==> src/rtl/pcirs_pkg.sv <==
package pcirs_pkg;

    // Sequencer states; the order is not decoded elsewhere.
    typedef enum logic [1:0] {
        ST_PWR_HOLD = 2'd0,
        ST_RUN      = 2'd1,
        ST_SW_HOLD  = 2'd2
    } seq_state_e;

    // Width for a counter that must reach a given limit value.
    function automatic int unsigned cnt_width(input int unsigned limit);
        int unsigned w;
        w = $clog2(limit + 1);
        return (w < 1) ? 1 : w;
    endfunction

endpackage

==> src/rtl/pcirs_pg_sync.sv <==
// Power-good conditioner: immediate assertion, synchronized release.
module pcirs_pg_sync #(
    parameter int unsigned STAGES = 2
) (
    input  logic clk,
    input  logic pwr_good,
    output logic pg_sync
);

    logic [STAGES-1:0] chain_q;

    always_ff @(posedge clk or negedge pwr_good) begin
        if (!pwr_good) begin
            chain_q <= '0;
        end else begin
            chain_q[0] <= 1'b1;
            for (int i = 1; i < int'(STAGES); i++) begin
                chain_q[i] <= chain_q[i-1];
            end
        end
    end

    assign pg_sync = chain_q[STAGES-1];

    AST_SYNC_RISE_ORDERED: assert property (@(posedge clk) disable iff (!pwr_good)
        $rose(pg_sync) |-> $past(chain_q[0]));

endmodule

==> src/rtl/pcirs_wr_decode.sv <==
// Recognizes a hard-reset request on the I/O write port.
module pcirs_wr_decode #(
    parameter int unsigned ADDR_W    = 16,
    parameter int unsigned DATA_W    = 8,
    parameter logic [ADDR_W-1:0] CTRL_ADDR = 16'h0CF9,
    parameter int unsigned HARD_BIT  = 2
) (
    input  logic              io_wr,
    input  logic [ADDR_W-1:0] io_addr,
    input  logic [DATA_W-1:0] io_wdata,
    output logic              sw_hit
);

    localparam logic [DATA_W-1:0] HARD_MASK = DATA_W'(1) << HARD_BIT;

    logic addr_match;
    logic bit_set;

    always_comb begin
        addr_match = (io_addr == CTRL_ADDR);
        bit_set    = ((io_wdata & HARD_MASK) != '0);
        sw_hit     = io_wr && addr_match && bit_set;
    end

endmodule

==> src/rtl/pcirs_hold_timer.sv <==
// Minimum-hold counter: counts enabled cycles up to LIMIT and holds.
module pcirs_hold_timer #(
    parameter int unsigned LIMIT = 33000
) (
    input  logic clk,
    input  logic rst_n,
    input  logic clr,
    input  logic en,
    output logic done
);

    localparam int unsigned CW = pcirs_pkg::cnt_width(LIMIT);
    localparam logic [CW-1:0] LAST = CW'(LIMIT);

    logic [CW-1:0] cnt_q;

    always_ff @(posedge clk or negedge rst_n) begin
        if (!rst_n) begin
            cnt_q <= '0;
        end else if (clr) begin
            cnt_q <= '0;
        end else if (en && !done) begin
            cnt_q <= cnt_q + 1'b1;
        end
    end

    assign done = (cnt_q == LAST);

    AST_TIMER_CLEARED: assert property (@(posedge clk) disable iff (!rst_n)
        clr |=> (cnt_q == '0));
    AST_TIMER_STEP: assert property (@(posedge clk) disable iff (!rst_n)
        (en && !clr && !done) |=> (cnt_q == $past(cnt_q) + 1'b1));
    AST_TIMER_HOLDS_AT_LIMIT: assert property (@(posedge clk) disable iff (!rst_n)
        (done && !clr) |=> done);

endmodule

==> src/rtl/pcirs_seq.sv <==
// Bus reset sequencer top.
module pcirs_seq
    import pcirs_pkg::*;
#(
    parameter int unsigned MIN_CYCLES  = 33000,
    parameter int unsigned SYNC_STAGES = 2,
    parameter int unsigned ADDR_W      = 16,
    parameter int unsigned DATA_W      = 8,
    parameter logic [ADDR_W-1:0] CTRL_ADDR = 16'h0CF9,
    parameter int unsigned HARD_BIT    = 2
) (
    input  logic              clk,
    input  logic              pwr_good,
    input  logic              io_wr,
    input  logic [ADDR_W-1:0] io_addr,
    input  logic [DATA_W-1:0] io_wdata,
    output logic              bus_rst_n,
    output logic              rst_active
);

    logic       pg_s;
    logic       sw_hit;
    logic       tmr_done;
    logic       tmr_clr;
    logic       tmr_en;
    seq_state_e state_q;
    seq_state_e state_d;

    pcirs_pg_sync #(
        .STAGES (SYNC_STAGES)
    ) u_pg_sync (
        .clk      (clk),
        .pwr_good (pwr_good),
        .pg_sync  (pg_s)
    );

    pcirs_wr_decode #(
        .ADDR_W    (ADDR_W),
        .DATA_W    (DATA_W),
        .CTRL_ADDR (CTRL_ADDR),
        .HARD_BIT  (HARD_BIT)
    ) u_wr_decode (
        .io_wr    (io_wr),
        .io_addr  (io_addr),
        .io_wdata (io_wdata),
        .sw_hit   (sw_hit)
    );

    pcirs_hold_timer #(
        .LIMIT (MIN_CYCLES)
    ) u_timer (
        .clk   (clk),
        .rst_n (pg_s),
        .clr   (tmr_clr),
        .en    (tmr_en),
        .done  (tmr_done)
    );

    // Next-state logic.
    always_comb begin
        state_d = state_q;
        unique case (state_q)
            ST_PWR_HOLD: if (tmr_done) state_d = ST_RUN;      // T_PWR_DONE
            ST_RUN:      if (sw_hit)   state_d = ST_SW_HOLD;  // T_SW_START
            ST_SW_HOLD:  if (tmr_done) state_d = ST_RUN;      // T_SW_DONE
            default:                   state_d = ST_PWR_HOLD;
        endcase
    end

    // State register; loss of power-good is T_PG_LOSS.
    always_ff @(posedge clk or negedge pg_s) begin
        if (!pg_s) begin
            state_q <= ST_PWR_HOLD;
        end else begin
            state_q <= state_d;
        end
    end

    // Outputs and timer control.
    always_comb begin
        bus_rst_n  = (state_q == ST_RUN);
        rst_active = (state_q != ST_RUN);
        tmr_en     = (state_q != ST_RUN);
        tmr_clr    = (state_q == ST_RUN);
    end

    AST_SW_ENTRY: assert property (@(posedge clk) disable iff (!pg_s)
        (state_q == ST_RUN && sw_hit) |=> (state_q == ST_SW_HOLD));
    AST_RELEASE_AFTER_COUNT: assert property (@(posedge clk) disable iff (!pg_s)
        $rose(bus_rst_n) |-> $past(tmr_done));
    AST_NO_SPURIOUS_RESET: assert property (@(posedge clk) disable iff (!pg_s)
        (state_q == ST_RUN && !sw_hit) |=> (state_q == ST_RUN));
    AST_SW_HOLD_NOT_EXTENDED: assert property (@(posedge clk) disable iff (!pg_s)
        (state_q == ST_SW_HOLD && tmr_done) |=> (state_q == ST_RUN));
    AST_PWR_HOLD_NO_SW: assert property (@(posedge clk) disable iff (!pg_s)
        (state_q == ST_PWR_HOLD) |=> (state_q != ST_SW_HOLD));

endmodule

==> config.mk <==
export PLATFORM = sky130hd
export DESIGN_NAME = pcirs_seq
export DESIGN_NICKNAME = d
export VERILOG_FILES = /design/src/rtl/pcirs_pkg.sv /design/src/rtl/pcirs_pg_sync.sv /design/src/rtl/pcirs_wr_decode.sv /design/src/rtl/pcirs_hold_timer.sv /design/src/rtl/pcirs_seq.sv
export SDC_FILE = /design/constraint.sdc
export NUM_CORES = 1
export LEC_CHECK = 0
export ABC_CLOCK_PERIOD_IN_PS = 800
export BUFFER_PORTS_ARGS = -buffer_cell sky130_fd_sc_hd__buf_4
export CORE_MARGIN = 2
export CORE_UTILIZATION = 37
export DETAILED_ROUTE_END_ITERATION = 8
export GPL_TIMING_DRIVEN = 1
export PLACE_DENSITY = 0.74
export SYNTH_ARGS = -nofsm -noshare
export SYNTH_HDL_FRONTEND = slang
export SYNTH_SLANG_ARGS = --single-unit
==> constraint.sdc <==
create_clock -name clk -period 0.8 [get_ports clk]
set_input_delay 0.12 -clock clk [delete_from_list [all_inputs] [get_ports clk]]
set_output_delay 0.12 -clock clk [all_outputs]
set_load 0.005 [all_outputs]
==> flow_summary.json <==
{
  "status": "complete, but fails checks",
  "violations": "negative setup slack",
  "fp.coreArea_um2": 2758,
  "dp_slack_ns": -0.6849,
  "synth-seq-area-share_pct": 46.30,
  "synth_edf_count": 0,
  "numCtsBuffers": 3,
  "powerDensity_nw_per_um2": 1026,
  "drt_iter0_drc": 41,
  "wire_per_inst_um": 19.29,
  "antenna_found_initial": 0,
  "synth_area_per_cell_um2": 10.20,
  "async_flop_share_pct": 100.0,
  "dieArea_um2": 3370,
  "cts-htree-levels": 1,
  "placementRows": 19,
  "cts.reportedPaths.clkPinSlew_ns": 0.13,
  "syn_nets": 135,
  "timing.final.ws_setup_ns": -0.7184,
  "syn_inst": 106,
  "finalSetupViolations": 20,
  "rsz0062_at_grt": "yes",
  "netlist_area_um2": 1081,
  "required_ns": 1.02,
  "cts_buffer_depth": 2,
  "finalPower_uw": 2013,
  "gr-usage-all-layers_pct": 21.69,
  "nFillCells": 160,
  "area.sequential_um2": 506.7,
  "dp_hpwl_mm": 2.122,
  "clk_latency_ns": 0.33,
  "fmax_mhz": 658.6,
  "diodes": 0,
  "hp-class": "in2async",
  "grt_pass1_wl_mm": 5.478,
  "ir_drop_mv": 1.399,
  "firstDrtPassIters": 5,
  "cts_root_buf": "clkbuf_4",
  "cp.arrival_ns": 1.74,
  "area_delta_synth_final_pct": 81.48,
  "start_util_pct": 39.20,
  "drc": 0,
  "cts_tree": "built",
  "worstPathCellList": "inv_1 > ha_1 > nor4bb_4 > nand4_4 > xnor2_2 > nor2_1",
  "post-route-period-util_pct": 189.8,
  "crit_type": "reg2reg",
  "ys_warn_count": 0,
  "first_global_vias": 1152,
  "synth_top_area_share_pct": 46.30,
  "synthTopCellsByCount": "dfrtp_1, nor2_1, xnor2_1",
  "final_cells": 207,
  "die_w_um": 58.05,
  "clock-skew-final_ns": 0.007373,
  "slowest_delay_ns": 0.43,
  "wirelength_mm": 3.994,
  "die_h_um": 58.05,
  "ant_nets": 0,
  "maxCapViolations": 0,
  "port_buffers": 21,
  "fin_setup_tns_ns": -12.01,
  "synth.distinct_cells": 34,
  "yosys.area.top_type": "dfrtp_1",
  "drive_gt1_share_pct": 63.64,
  "grt-ovfl-total": 0,
  "slew_viol_final": 0,
  "cp-start-kind": "flop",
  "final_nets": 206,
  "r2r_start": "u_timer.cnt_q[0]",
  "detail_route.vias_per_cell": 5.522,
  "leakagePower_uw": 0.0009527,
  "gp_congestion": 0.8010,
  "cpMaxStageDelayCell": "dfrtp_1",
  "synth_seq_cells": 20,
  "placed_cells": 183,
  "multi_input_area_um2": 768.2,
  "fin_crit_ns": 1.518,
  "vias": 1143,
  "synth_top_flop_cell": "dfrtp_1",
  "worstReg2RegEnd": "u_timer.cnt_q[0]",
  "clock-sinks": 20,
  "r2r_cells": 6,
  "hold_viol": 0,
  "cp_max_fo": 6,
  "endpoint_kind": "flop",
  "synthMostInstantiatedCell": "dfrtp_1",
  "reg2reg_slack_ns": -0.72,
  "synth.area.top_cells": "dfrtp_1, xnor2_1, nor2_1",
  "boundaryPins": 29,
  "startpoint": "u_timer.cnt_q[0]",
  "grt_max_degree": 13
}
-- worst max-delay path by stage --
stage | end | slack (ns) | cells past startpoint
global placement | u_timer.cnt_q[2] | -0.58 | 5
CTS | u_timer.cnt_q[1] | -0.65 | 6
finish | u_timer.cnt_q[0] | -0.72 | 6
global route | u_timer.cnt_q[0] | -0.77 | 6
floorplan | u_timer.cnt_q[2] | -0.56 | 5
detailed placement | u_timer.cnt_q[0] | -0.68 | 4
-- power breakdown --
group | internal [µW] | leakage [µW] | switching (µW) | total [µW]
registers | 1020 | 0.000261 | 6.95 | 1020
clock network | 508 | 0.0000279 | 376 | 883
logic | 73.3 | 0.000663 | 33.8 | 107
-- worst max-delay path, delay by kind of cell, from the launching register on --
family,cells,cell delay (ns)
xor+xnor,1,0.24
fa+ha+maj,1,0.14
buf+inv,1,0.08
flops,1,0.43
simple gates,3,0.53
-- registers in the layout (all words and copies together), names as in the netlist --
signal / count
state_q: 2
u_pg_sync.chain_q: 2
u_timer.cnt_q: 16
-- layer usage --
| layer | routed length (µm) | track usage [%] | vias up |
|---|---|---|---|
| met1 | 1585 | 25.68 | 575 |
| li1 | - | - | 516 |
| met4 | 108 | 10.30 | 0 |
| met5 | 0 | 0 | - |
| met2 | 2132 | 38.47 | 42 |
| met3 | 167 | 3.125 | 10 |
-- kinds of logic (layout without fill, tap and decap cells) --
family / after synthesis / count (layout) / share of synthesized area, %
other cells: 1 / 1 / 0.3469
buf+inv: 9 / 79 / 4.861
flops: 20 / 20 / 46.30
fa+ha+maj: 2 / 2 / 2.314
mux: 1 / 1 / 0.9260
xor+xnor: 11 / 11 / 8.912
compound gates: 10 / 10 / 6.366
simple gates: 52 / 52 / 29.98
-- stage by stage --
| stage | util, % | hold slack (ns) | cell area [µm²] |
|---|---|---|---|
| CTS | 65.34 | 0.09337 | 1802 |
| detailed placement | 55.85 | -0.09612 | 1540 |
| global route | 71.14 | 0.08454 | 1962 |
| global placement | 55.85 | -0.09767 | 1540 |
| finish | 71.14 | 0.08304 | 1962 |
| floorplan | - | -0.1756 | 1167 |
-- placed cells by master (no fill, tap or decap), types with 2 or more instances in the layout --
cell	instances
nor4_4	4
dfrtp_1	15
nand2_1	4
nor2_1	11
xnor2_1	8
buf_6	13
a21oi_2	2
nand4_1	4
nor3_4	3
inv_1	4
nand2_2	2
nor2_2	5
xnor2_2	2
dfrtp_2	5
nand4_4	3
and3_1	2
buf_4	55
clkbuf_4	3
-- cell type report --
cell class | instances | share of cell area [%]
well taps | 31 | 1.977
inverters | 6 | 1.339
repair buffers | 69 | 29.02
flip-flops and latches | 20 | 25.83
multi-input cells | 77 | 39.16
clock buffers | 3 | 1.148
clock inverters | 1 | 1.531
-- what timing repair did --
item	CTS	global route
hold buffers	1	0
setup endpoints to repair	20	20
resized for setup	29	17
hold endpoints to repair	2	0
pin swaps	12	18
setup buffers	8	11
(Power assumes the default switching activity.)
